File: config.mk
export PLATFORM = sky130hd
export DESIGN_NAME = spi_target_port
export DESIGN_NICKNAME = d
export VERILOG_FILES = /design/src/rtl/spi_tgt_pkg.sv /design/src/rtl/spi_tgt_sync.sv /design/src/rtl/spi_tgt_shift.sv /design/src/rtl/spi_tgt_regs.sv /design/src/rtl/spi_target_port.sv
export SDC_FILE = /design/constraint.sdc
export NUM_CORES = 1
export LEC_CHECK = 0
export BUFFER_PORTS_ARGS = -buffer_cell sky130_fd_sc_hd__buf_4
export CAP_MARGIN = 20
export CORE_ASPECT_RATIO = 0.7
export CORE_MARGIN = 2
export CORE_UTILIZATION = 27
export DETAILED_ROUTE_END_ITERATION = 6
export SYNTH_ARGS = -nofsm -noshare
export SYNTH_HDL_FRONTEND = slang
export SYNTH_SLANG_ARGS = --single-unit
File: constraint.sdc
create_clock -name clk -period 1.6 [get_ports clk]
set_input_delay 0.16 -clock clk [delete_from_list [all_inputs] [get_ports clk]]
set_output_delay 0.16 -clock clk [all_outputs]
set_load 0.01 [all_outputs]
File: src/rtl/spi_tgt_pkg.sv
package spi_tgt_pkg;

   // register addresses
   localparam int unsigned REG_MODE = 0;
   localparam int unsigned REG_STAT = 1;
   localparam int unsigned REG_DATA = 2;

   // status bit positions
   localparam int unsigned ST_DONE = 0;
   localparam int unsigned ST_OVR  = 1;
   localparam int unsigned ST_WCOL = 2;

   // mode register layout: bit0 polarity, bit1 phase, bit2 lsb-first
   typedef struct packed {
      logic lsb_first;
      logic cpha;
      logic cpol;
   } spi_mode_t;

   localparam int unsigned MODE_BITS = $bits(spi_mode_t);

endpackage

File: src/rtl/spi_tgt_sync.sv
module spi_tgt_sync #(
   parameter int unsigned           WIDTH   = 3,
   parameter int unsigned           STAGES  = 2,
   parameter logic [WIDTH-1:0]      RST_VAL = '0
) (
   input  logic             clk,
   input  logic             rst_n,
   input  logic [WIDTH-1:0] d,
   output logic [WIDTH-1:0] q
);

   generate
      if (STAGES < 2) begin : g_bad_stages
         $error("spi_tgt_sync: STAGES must be at least 2");
      end

      for (genvar s = 0; s < STAGES; s++) begin : g_stage
         logic [WIDTH-1:0] r;
         if (s == 0) begin : g_first
            always_ff @(posedge clk or negedge rst_n) begin
               if (!rst_n) r <= RST_VAL;
               else        r <= d;
            end
         end else begin : g_next
            always_ff @(posedge clk or negedge rst_n) begin
               if (!rst_n) r <= RST_VAL;
               else        r <= g_stage[s-1].r;
            end
         end
      end
   endgenerate

   assign q = g_stage[STAGES-1].r;

endmodule

File: src/rtl/spi_tgt_shift.sv
module spi_tgt_shift
   import spi_tgt_pkg::*;
#(
   parameter int unsigned FRAME_W = 8
) (
   input  logic               clk,
   input  logic               rst_n,
   input  logic               sck_s,
   input  logic               ssel_n_s,
   input  logic               mosi_s,
   input  spi_mode_t          mode,
   input  logic               tx_load,
   input  logic [FRAME_W-1:0] tx_data,
   output logic               busy,
   output logic               frame_done,
   output logic [FRAME_W-1:0] frame_byte,
   output logic               miso,
   output logic               miso_en
);

   localparam int unsigned      CNT_W = $clog2(FRAME_W);
   localparam logic [CNT_W-1:0] LAST  = CNT_W'(FRAME_W - 1);

   logic               sck_q;
   logic               sel;
   logic               rise, fall;
   logic               samp_edge, lead_edge;
   logic [CNT_W-1:0]   rx_cnt;
   logic [FRAME_W-1:0] rx_acc;
   logic [FRAME_W-1:0] tx_reg;
   logic [CNT_W-1:0]   tx_idx;

   always_ff @(posedge clk or negedge rst_n) begin
      if (!rst_n) sck_q <= 1'b0;
      else        sck_q <= sck_s;
   end

   assign sel  = ~ssel_n_s;
   assign rise = sck_s & ~sck_q;
   assign fall = ~sck_s & sck_q;

   // sampling edge: rising when polarity equals phase
   assign samp_edge = sel & ((mode.cpol ^ mode.cpha) ? fall : rise);
   // leading edge: first edge away from the idle level
   assign lead_edge = sel & (mode.cpol ? fall : rise);

   assign frame_done = samp_edge & (rx_cnt == LAST);
   assign frame_byte = mode.lsb_first ? {mosi_s, rx_acc[FRAME_W-1:1]}
                                      : {rx_acc[FRAME_W-2:0], mosi_s};

   always_ff @(posedge clk or negedge rst_n) begin
      if (!rst_n) begin
         rx_cnt <= '0;
         rx_acc <= '0;
      end else begin
         if (!sel)
            rx_cnt <= '0;
         else if (samp_edge)
            rx_cnt <= (rx_cnt == LAST) ? '0 : rx_cnt + 1'b1;
         if (samp_edge)
            rx_acc <= frame_byte;
      end
   end

   always_ff @(posedge clk or negedge rst_n) begin
      if (!rst_n)          busy <= 1'b0;
      else if (!sel)       busy <= 1'b0;
      else if (frame_done) busy <= 1'b0;
      else if (lead_edge)  busy <= 1'b1;
   end

   always_ff @(posedge clk or negedge rst_n) begin
      if (!rst_n)       tx_reg <= '0;
      else if (tx_load) tx_reg <= tx_data;
   end

   // the bit on the line follows the number of samples already taken
   assign tx_idx  = mode.lsb_first ? rx_cnt : LAST - rx_cnt;
   assign miso    = sel & tx_reg[tx_idx];
   assign miso_en = sel;

   AST_TX_HELD_IN_FRAME: assert property (@(posedge clk) disable iff (!rst_n)
      busy |=> $stable(tx_reg));

   AST_DESELECT_ENDS_FRAME: assert property (@(posedge clk) disable iff (!rst_n)
      ssel_n_s |=> (!busy && rx_cnt == '0));

   AST_DONE_ONLY_SELECTED: assert property (@(posedge clk) disable iff (!rst_n)
      frame_done |-> !ssel_n_s);

endmodule

File: src/rtl/spi_tgt_regs.sv
module spi_tgt_regs
   import spi_tgt_pkg::*;
#(
   parameter int unsigned FRAME_W = 8,
   parameter int unsigned ADDR_W  = 2
) (
   input  logic               clk,
   input  logic               rst_n,
   input  logic [ADDR_W-1:0]  addr,
   input  logic               rd,
   input  logic               wr,
   input  logic [FRAME_W-1:0] wdata,
   input  logic               frame_done,
   input  logic [FRAME_W-1:0] frame_byte,
   input  logic               busy,
   output logic [FRAME_W-1:0] rdata,
   output spi_mode_t          mode,
   output logic               tx_load,
   output logic [FRAME_W-1:0] tx_data
);

   logic               hit_mode, hit_stat, hit_data;
   logic               stat_rd, data_acc;
   logic               done_f, ovr_f, wcol_f, armed;
   logic               clr_done, done_eff;
   logic               accept, ovr_set, wcol_set;
   logic [FRAME_W-1:0] rx_buf;

   assign hit_mode = (addr == ADDR_W'(REG_MODE));
   assign hit_stat = (addr == ADDR_W'(REG_STAT));
   assign hit_data = (addr == ADDR_W'(REG_DATA));

   assign stat_rd  = rd & hit_stat;
   assign data_acc = (rd | wr) & hit_data;

   // a clearing access in the same cycle as a completion frees the buffer first
   assign clr_done = data_acc & armed;
   assign done_eff = done_f & ~clr_done;
   assign accept   = frame_done & ~done_eff;
   assign ovr_set  = frame_done & done_eff;
   assign wcol_set = wr & hit_data & busy;

   assign tx_load  = wr & hit_data & ~busy;
   assign tx_data  = wdata;

   always_ff @(posedge clk or negedge rst_n) begin
      if (!rst_n)
         mode <= '0;
      else if (wr && hit_mode)
         mode <= spi_mode_t'(wdata[MODE_BITS-1:0]);
   end

   always_ff @(posedge clk or negedge rst_n) begin
      if (!rst_n) begin
         done_f <= 1'b0;
         armed  <= 1'b0;
         ovr_f  <= 1'b0;
         wcol_f <= 1'b0;
         rx_buf <= '0;
      end else begin
         if (accept)        done_f <= 1'b1;
         else if (clr_done) done_f <= 1'b0;

         if (clr_done)                armed <= 1'b0;
         else if (stat_rd && done_f)  armed <= 1'b1;

         ovr_f  <= (ovr_f  & ~stat_rd) | ovr_set;
         wcol_f <= (wcol_f & ~stat_rd) | wcol_set;

         if (accept) rx_buf <= frame_byte;
      end
   end

   always_ff @(posedge clk or negedge rst_n) begin
      if (!rst_n) begin
         rdata <= '0;
      end else if (rd) begin
         if (hit_mode)
            rdata <= {{(FRAME_W-MODE_BITS){1'b0}}, mode};
         else if (hit_stat)
            rdata <= {{(FRAME_W-3){1'b0}}, wcol_f, ovr_f, done_f};
         else if (hit_data)
            rdata <= rx_buf;
         else
            rdata <= '0;
      end
   end

   AST_DONE_FOLLOWS_FRAME: assert property (@(posedge clk) disable iff (!rst_n)
      frame_done |=> done_f);

   AST_UNARMED_KEEPS_DONE: assert property (@(posedge clk) disable iff (!rst_n)
      (done_f && !armed) |=> done_f);

   AST_OVERRUN_KEEPS_BUF: assert property (@(posedge clk) disable iff (!rst_n)
      (frame_done && done_f && !data_acc) |=> ($stable(rx_buf) && ovr_f));

   AST_STAT_READ_CLEARS: assert property (@(posedge clk) disable iff (!rst_n)
      (stat_rd && !frame_done && !wr) |=> (!ovr_f && !wcol_f));

   AST_COLLISION_FLAGGED: assert property (@(posedge clk) disable iff (!rst_n)
      (wr && hit_data && busy) |=> wcol_f);

endmodule

File: src/rtl/spi_target_port.sv
module spi_target_port
   import spi_tgt_pkg::*;
#(
   parameter int unsigned FRAME_W     = 8,
   parameter int unsigned ADDR_W      = 2,
   parameter int unsigned SYNC_STAGES = 2
) (
   input  logic               clk,
   input  logic               rst_n,
   input  logic [ADDR_W-1:0]  reg_addr,
   input  logic               reg_rd,
   input  logic               reg_wr,
   input  logic [FRAME_W-1:0] reg_wdata,
   output logic [FRAME_W-1:0] reg_rdata,
   input  logic               spi_sck,
   input  logic               spi_ssel_n,
   input  logic               spi_mosi,
   output logic               spi_miso,
   output logic               spi_miso_en
);

   generate
      if (FRAME_W < 4 || FRAME_W > 32) begin : g_bad_frame
         $error("spi_target_port: FRAME_W must lie in 4..32");
      end
      if (ADDR_W < 2) begin : g_bad_addr
         $error("spi_target_port: ADDR_W must be at least 2");
      end
   endgenerate

   logic [2:0]         pins_s;
   logic               busy;
   logic               frame_done;
   logic [FRAME_W-1:0] frame_byte;
   logic               tx_load;
   logic [FRAME_W-1:0] tx_data;
   spi_mode_t          mode;

   // select idles high, clock and data idle low
   spi_tgt_sync #(
      .WIDTH   (3),
      .STAGES  (SYNC_STAGES),
      .RST_VAL (3'b010)
   ) u_sync (
      .clk   (clk),
      .rst_n (rst_n),
      .d     ({spi_mosi, spi_ssel_n, spi_sck}),
      .q     (pins_s)
   );

   spi_tgt_shift #(
      .FRAME_W (FRAME_W)
   ) u_shift (
      .clk        (clk),
      .rst_n      (rst_n),
      .sck_s      (pins_s[0]),
      .ssel_n_s   (pins_s[1]),
      .mosi_s     (pins_s[2]),
      .mode       (mode),
      .tx_load    (tx_load),
      .tx_data    (tx_data),
      .busy       (busy),
      .frame_done (frame_done),
      .frame_byte (frame_byte),
      .miso       (spi_miso),
      .miso_en    (spi_miso_en)
   );

   spi_tgt_regs #(
      .FRAME_W (FRAME_W),
      .ADDR_W  (ADDR_W)
   ) u_regs (
      .clk        (clk),
      .rst_n      (rst_n),
      .addr       (reg_addr),
      .rd         (reg_rd),
      .wr         (reg_wr),
      .wdata      (reg_wdata),
      .frame_done (frame_done),
      .frame_byte (frame_byte),
      .busy       (busy),
      .rdata      (reg_rdata),
      .mode       (mode),
      .tx_load    (tx_load),
      .tx_data    (tx_data)
   );

   AST_MISO_QUIET_DESELECTED: assert property (@(posedge clk) disable iff (!rst_n)
      !spi_miso_en |-> !spi_miso);

endmodule

==> results of run 1 <==
[placed cells by master (no fill, tap or decap), drive strengths merged, types with 2 or more instances in the layout]
cell,n
a221oi,2
nor2b,3
dfrtp,48
nor2,13
a211oi,2
o22ai,7
clkbuf,5
mux2,33
buf,52
mux2i,10
and2b,2
nor3b,2
a21oi,8
dlygate4sd3,4
a31oi,2
dfstp,2
clkinv,2
o21ai,4
ha,2
inv,13
a22o,2
nand2,10
[routing by layer]
metal	share of wire	wire (µm)
met1	0.54	2750
met2	0.42	2100
met3	0.034	174
met4	0.0042	21
met5	0	0
[logic make-up (layout without fill, tap and decap cells)]
family	Yosys count	in the layout	synth area share
flops	50	50	0.538
fa+ha+maj	2	2	0.0107
mux	43	43	0.219
xor+xnor	1	1	0.00376
buf+inv	23	77	0.0462
compound gates	34	34	0.0989
simple gates	37	37	0.0833
[power breakdown]
part	switching (mW)	internal, mW
sequential	0.144	1.44
combinational	0.343	0.497
clock	0.472	0.580
total	0.959	2.51
[worst max-delay path: stages (launching register included)]
cell	delay, ns
dfrtp_1	0.42
buf_6	0.15
or2_4	0.23
o22ai_2	0.17
a221oi_2	0.05
nor3_1	0.19
buf_4	0.15
[how the worst min path moves through the flow]
stage	from	end	slack, ns	cells past startpoint
CTS	reg_wdata[4]	u_shift.tx_reg[4]	0.08	3
global route	reg_wdata[3]	u_shift.tx_reg[3]	0.09	2
global placement	rst_n	u_sync.q[2]	0.23	1
floorplan	rst_n	u_regs.armed	-0.14	0
finish	reg_wdata[4]	u_shift.tx_reg[4]	0.09	3
detailed placement	rst_n	u_sync.g_stage[0].r[0]	0.24	1
[area by class of cell]
| class | instances | area (µm²) |
|---|---|---|
| Fill cell | 834 | 5300 |
| Inverter | 13 | 48.8 |
| Clock buffer | 5 | 125 |
| Sequential cell | 50 | 1250 |
| Multi-Input combinational cell | 117 | 1040 |
| Clock inverter | 3 | 21.3 |
| Timing Repair Buffer | 56 | 482 |
| Tap cell | 105 | 131 |
[per-stage QoR]
stage	worst slack (ns)	TNS (ns)	power [mW]	hold slack, ns
floorplan	-0.100	-0.803	2.03	-0.136
global placement	0.0153	0	2.29	0.228
detailed placement	-0.0112	-0.0172	2.30	0.238
CTS	-0.189	-0.542	3.47	0.0825
global route	-0.293	-1.45	3.66	0.0897
finish	-0.204	-0.502	3.47	0.0897
[timing repair]
action / in CTS / in global routing
hold endpoints to repair: 51 / 0
pin swaps: 9 / 5
hold buffers: 4 / 0
cloned: 1 / 0
buffers inserted: 4 / 3
gates resized for setup: 18 / 8
endpoints found under the setup margin: 10 / 19
==> impl_table.tex, run 1 <==
\begin{tabular}{lr}
\hline
Metric & Value \\
\hline
\multicolumn{2}{l}{\textbf{GRT}} \\
Wire length of the first global-routing pass & 8.06 mm \\
Pin count of the biggest net entering global routing & 51 \\
Total congestion overflow & 0 \\
Global routing met2 resource utilization & 0.152 \\
Global Route Usage Sum & 0.112 \\
Met1 routing resource usage after global routing & 0.173 \\
Antenna violations before repair & 0 \\
Via count of the first global-routing pass & between 1500 and 2000 \\
Global-route met3 utilization & 0.0295 \\
Top Usage Layer GRT & met1 \\
\multicolumn{2}{l}{\textbf{Clock network}} \\
Cts bufs inserted & 5 \\
Sink count of the clock tree & 50 \\
Clock network latency to the later pin of the worst-skew pair & 0.29 ns \\
Maximum level of the CTS H-tree & 2 \\
Clock tree root buffer cell & clkbuf\_16 \\
Post-CTS clock slew at the launch and capture registers of the worst setup and hold paths & $\sim$0.07 ns \\
Clock Path Buffers & 2 \\
CTS tree & yes \\
\multicolumn{2}{l}{\textbf{Critical path}} \\
Critical register-to-register path startpoint & u\_shift.rx\_cnt[0] \\
Setup Crit Path Kind & reg -> out \\
Top fanout value on the critical path & 5 \\
Endpoint kind of the worst setup timing path & primary output \\
Worst endpoint required time & 1.44 ns \\
WP data arrival & roughly 1.6 ns \\
Reg2reg path depth & 6 \\
Capturing point of the worst reg2reg path & u\_regs.rx\_buf[1] \\
FF-to-FF setup slack & -0.04 ns \\
Worst Setup SP & u\_shift.rx\_cnt[1] \\
Endpoint of the most critical setup path & spi\_miso \\
Worst setup SP type & register \\
\multicolumn{2}{l}{\textbf{Yosys}} \\
Most instantiated library cell after synthesis & dfrtp\_1 \\
EDFF count, synth & 0 \\
Number of storage elements in the synthesis netlist & 50 \\
Number of instances in the synthesized netlist & 190 \\
Sequential area share after synthesis & 0.538 \\
Top cells by area, synth & dfrtp\_1 (52\%), mux2\_2 (12\%), mux2\_4 (5.8\%) \\
Synth Warn \# & 0 \\
Post-synth ARST share & 1.00 \\
Most frequent cells after synthesis & dfrtp\_1 (48), mux2\_2 (24), inv\_1 (13) \\
Cell taking the most area after synthesis & dfrtp\_1 \\
Main synth FF type & dfrtp\_1 \\
Post-synthesis cell type count & 42 \\
Synthesized cell area & 0.00233 mm² \\
Share of Yosys cell area claimed by the top area cell type & 0.516 \\
Syn nets & 209 \\
Post-Syn Area per Cell & 12.3 µm² \\
\multicolumn{2}{l}{\textbf{Placement}} \\
Half-perimeter wire length after detailed placement & 3.35 mm \\
Total instance count after detailed placement & between 300 and 400 \\
GPL Wtd Cong & 0.717 \\
Number of port buffers & 26 \\
Cell Area, Placed & approximately 0.0028 mm² \\
\multicolumn{2}{l}{\textbf{STA}} \\
\# setup viols final & 12 \\
Number of pins exceeding their max-slew limit in the final report & 0 \\
Maximum operating frequency & 0.554 GHz \\
Max-slew headroom & 0.564 \\
Final hold violation count & 0 \\
Tmin final & around 1.8 ns \\
Final setup margin & -0.204 ns \\
Ratio of final minimum period to clock period & 1.13 \\
Actual transition at the worst max-transition pin & 0.653 ns \\
Skew final & 0.0106 ns \\
Setup repair after global routing missed its margin & yes \\
\multicolumn{2}{l}{\textbf{Die}} \\
Die extent in y & roughly 82 µm \\
Die Wd & 115 µm \\
Die Footprint & 0.00939 mm² \\
Std-Cell Rows & 28 \\
Standard cell core area & 0.00841 mm² \\
Initial Utilization & 0.277 \\
Count of pins on the block boundary & 27 \\
\multicolumn{2}{l}{\textbf{Power and ir drop}} \\
Leak & around 1.4 nW \\
Max IR drop VDD & 0.000472 V \\
Pwr/cell area & 1120 mW/mm² \\
\multicolumn{2}{l}{\textbf{Status}} \\
Violations in the final reports & negative setup slack \\
Outcome & finished, violations left \\
\multicolumn{2}{l}{\textbf{Hold path}} \\
Path category of the worst min-delay check & in -> reg \\
\multicolumn{2}{l}{\textbf{Final layout}} \\
Count of nets after finishing & approximately 260 \\
Antenna diode instance count & 0 \\
Share of post-route cells with drive strength above 1 & 0.480 \\
Final Instance Count excl. Fillers & 349 \\
Post-route cell area & 0.00310 mm² \\
Utilization of the core after routing & 0.369 \\
Area grow syn2layout & 33.3\% \\
\multicolumn{2}{l}{\textbf{Route}} \\
Via count & 1576 \\
Post-DRT Antenna Nets & 0 \\
Vias per std cell & roughly 4.5 \\
Initial DRC count & 42 \\
Router iterations before antenna repair & 4 \\
DRT Wirelength & 5.05 mm \\
Wire length per cell after detailed routing & 14.5 µm \\
\# DRC & 0 \\
\multicolumn{2}{l}{\textbf{Flow run}} \\
Total of max-cap violations & 0 \\
\hline
\end{tabular}
Power figures use the tool's default switching activity.
==> run 2: changes to the inputs <==
==> constraint.sdc (replaced) <==
create_clock -name clk -period 1.55 [get_ports clk]
set_input_delay 0.155 -clock clk [delete_from_list [all_inputs] [get_ports clk]]
set_output_delay 0.155 -clock clk [all_outputs]
set_load 0.01 [all_outputs]
==> run 2 against run 1 <==
The run still ends with negative setup slack left. Total power is 5.2% higher. Non-clock buffer count did not move. First-iteration DRC count rose by 9.5%. Flip-flop and latch count is the same. Via count down 0.19%. Clock-buffer cell count rose by 1. Critical endpoint unchanged.
==> impl_table.tex, run 2 (same netlist as run 1, synthesis figures left out) <==
\begin{tabular}{lr}
\hline
Metric & Value \\
\hline
\multicolumn{2}{l}{\textbf{Final layout}} \\
Count of nets after finishing & 263 (was 262) \\
Most common library cell in the layout ignoring fill and taps & dfrtp\_1 (unchanged) \\
Share of post-route cells with drive strength above 1 & 0.494 (was 0.480) \\
Antenna diode instance count & 0 (unchanged) \\
Area grow syn2layout & 36.3\% (was 33.3\%) \\
Number of fillers in the final layout & 824 (was 834) \\
Post-route cell area & 0.00317 mm² (was 0.00310 mm²) \\
Highest-count cells in the layout ignoring fill and taps & dfrtp\_1 (47), buf\_4 (44), mux2\_2 (21) (was dfrtp\_1 (47), buf\_4 (43), mux2\_2 (24), inv\_1 (13), nor2\_1 (12)) \\
\multicolumn{2}{l}{\textbf{GRT}} \\
Antenna violations before repair & 0 (unchanged) \\
Via count of the first global-routing pass & 1565 (was 1545) \\
Total congestion overflow & 0 (unchanged) \\
Wire length of the first global-routing pass & 7.94 mm (was 8.06 mm) \\
Pin count of the biggest net entering global routing & 51 (unchanged) \\
Global Route Usage Sum & 0.109 (was 0.112) \\
\multicolumn{2}{l}{\textbf{Clock network}} \\
Cts bufs inserted & 5 (unchanged) \\
Maximum level of the CTS H-tree & 2 (unchanged) \\
Clock Path Buffers & 2 (unchanged) \\
CTS tree & yes (unchanged) \\
Clock network latency to the later pin of the worst-skew pair & 0.29 ns (about the same) \\
Sink count of the clock tree & 50 (unchanged) \\
Clock tree root buffer cell & clkbuf\_16 (unchanged) \\
Post-CTS clock slew at the launch and capture registers of the worst setup and hold paths & 0.07 ns (about the same) \\
\multicolumn{2}{l}{\textbf{Critical path}} \\
WP data arrival & 1.67 ns (was 1.64 ns) \\
Critical path's slowest cell & dfrtp\_1 (unchanged) \\
Top fanout value on the critical path & 5 (unchanged) \\
Setup Crit Path Kind & reg -> out (unchanged) \\
Worst endpoint required time & 1.39 ns (was 1.44 ns) \\
Max incr delay on CP & 0.42 ns (about the same) \\
Cells along the critical path & buf\_6 -> nor2b\_4 -> a22o\_1 -> a221oi\_2 -> nor3\_2 -> buf\_4 (was buf\_6 -> or2\_4 -> o22ai\_2 -> a221oi\_2 -> nor3\_1 -> buf\_4) \\
Reg2reg path depth & 5 (was 6) \\
Worst setup SP type & register (unchanged) \\
Endpoint kind of the worst setup timing path & primary output (unchanged) \\
\multicolumn{2}{l}{\textbf{Route}} \\
Wire length per cell after detailed routing & 14.2 µm (was 14.5 µm) \\
Initial DRC count & 46 (was 42) \\
\# DRC & 0 (unchanged) \\
Post-DRT Antenna Nets & 0 (unchanged) \\
Vias per std cell & 4.49 (was 4.52) \\
Via count & 1573 (was 1576) \\
Router iterations before antenna repair & 4 (unchanged) \\
DRT Wirelength & 4.96 mm (was 5.05 mm) \\
\multicolumn{2}{l}{\textbf{Die}} \\
Std-Cell Rows & 28 (unchanged) \\
Count of pins on the block boundary & 27 (unchanged) \\
Initial Utilization & 0.277 (unchanged) \\
Die Footprint & 0.00939 mm² (unchanged) \\
Standard cell core area & 0.00841 mm² (unchanged) \\
Die extent in y & 81.7 µm (unchanged) \\
Die Wd & 115 µm (unchanged) \\
\multicolumn{2}{l}{\textbf{Flow run}} \\
Total of max-cap violations & 0 (unchanged) \\
\multicolumn{2}{l}{\textbf{STA}} \\
Setup repair after global routing missed its margin & yes (unchanged) \\
Ratio of final minimum period to clock period & 1.18 \\
Number of pins exceeding their max-slew limit in the final report & 0 (unchanged) \\
Tmin final & 1.83 ns \\
Final hold violation count & 0 (unchanged) \\
\# setup viols final & 20 (was 12) \\
Skew final & 0.00619 ns (was 0.0106 ns) \\
Actual transition at the worst max-transition pin & 0.638 ns (was 0.653 ns) \\
Max-slew headroom & 0.574 (was 0.564) \\
Maximum operating frequency & 0.547 GHz \\
Final setup margin & -0.278 ns (was -0.204 ns) \\
\multicolumn{2}{l}{\textbf{Hold path}} \\
Path category of the worst min-delay check & in -> reg (unchanged) \\
Min-Delay Path Depth & 3 (unchanged) \\
\multicolumn{2}{l}{\textbf{Power and ir drop}} \\
Leak & 1.46 nW (was 1.45 nW) \\
Max IR drop VDD & 0.000465 V (was 0.000472 V) \\
Pwr/cell area & 1150 mW/mm² (was 1120 mW/mm²) \\
Total chip power & 3.65 mW (was 3.47 mW) \\
\multicolumn{2}{l}{\textbf{Status}} \\
Outcome & finished, violations left (unchanged) \\
Violations in the final reports & negative setup slack (unchanged) \\
\multicolumn{2}{l}{\textbf{Placement}} \\
Half-perimeter wire length after detailed placement & 3.23 mm (was 3.35 mm) \\
GPL Wtd Cong & 0.725 (was 0.717) \\
Worst setup timing slack at the placement stage & -0.0913 ns (was -0.0112 ns) \\
Cell Area, Placed & 0.00277 mm² (unchanged) \\
Number of port buffers & 26 (unchanged) \\
\hline
\end{tabular}
run 2: cell count changes in the layout (fill, tap and decap cells not counted), moves of 2 or more:
cell     delta
mux2_4      +3
mux2i_1     +3
buf_6       -2
mux2i_2     -4
mux2_2      -3
run 2: power breakdown:
group / leakage, nW / switching, mW / internal (mW) / total [mW]
registers: 0.643 / 0.143 / 1.48 / 1.63
clock network: 0.0729 / 0.469 / 0.639 / 1.11
logic: 0.749 / 0.377 / 0.542 / 0.919
run 2: area by class of cell:
cell class / instances / area (µm²) / area share
inverters: 13 / 48.8 / 0.0154
multi-input cells: 118 / 1110 / 0.348
well taps: 105 / 131 / 0.0414
repair buffers: 56 / 482 / 0.152
clock buffers: 6 / 139 / 0.0438
clock inverters: 2 / 12.5 / 0.00394
flip-flops and latches: 50 / 1250 / 0.395
run 2: what timing repair did:
item	4_1_cts	5_1_grt
endpoints found under the setup margin	11	23
hold buffers	4	0
resized for setup	15	18
hold endpoints to repair	51	0
setup buffers	3	4
pin swaps	7	13
gates cloned	1	1
run 2: worst max-delay path, delay by kind of cell (launching register included):
family          cells  cell delay (ns)
simple gates        2             0.20
compound gates      2             0.48
buf+inv             2             0.29
flops               1             0.42
run 2: per-stage QoR:
stage / setup TNS [ns] / hold slack [ns] / util / cells
finish: -1.73 / 0.0792 / 0.378 / 350
global route: -3.31 / 0.0822 / 0.378 / 350
CTS: -1.47 / 0.0716 / 0.362 / 345
detailed placement: -0.738 / 0.232 / 0.330 / 330
global placement: -0.583 / 0.228 / 0.330 / 330
floorplan: -1.26 / -0.141 / - / 190
run 2: path summary, 6_finish.rpt:
check,start,endpoint,slack (ns)
min in group asynchronous,rst_n,u_sync.q[0],0.44
setup reg to reg,u_regs.mode[1],u_regs.rx_buf[7],-0.15
setup / recovery,u_shift.rx_cnt[1],spi_miso,-0.28
max in group asynchronous,rst_n,u_regs.mode[2],0.65
hold reg to reg,u_sync.g_stage[0].r[2],u_sync.q[2],0.35
hold / removal,reg_wdata[4],u_shift.tx_reg[4],0.08
run 2: layer usage:
metal  global-route usage  wire length, µm
met4               0.0398               47
met3               0.0325              216
met1                0.165             2700
met5                    0                0
met2                0.145             1990
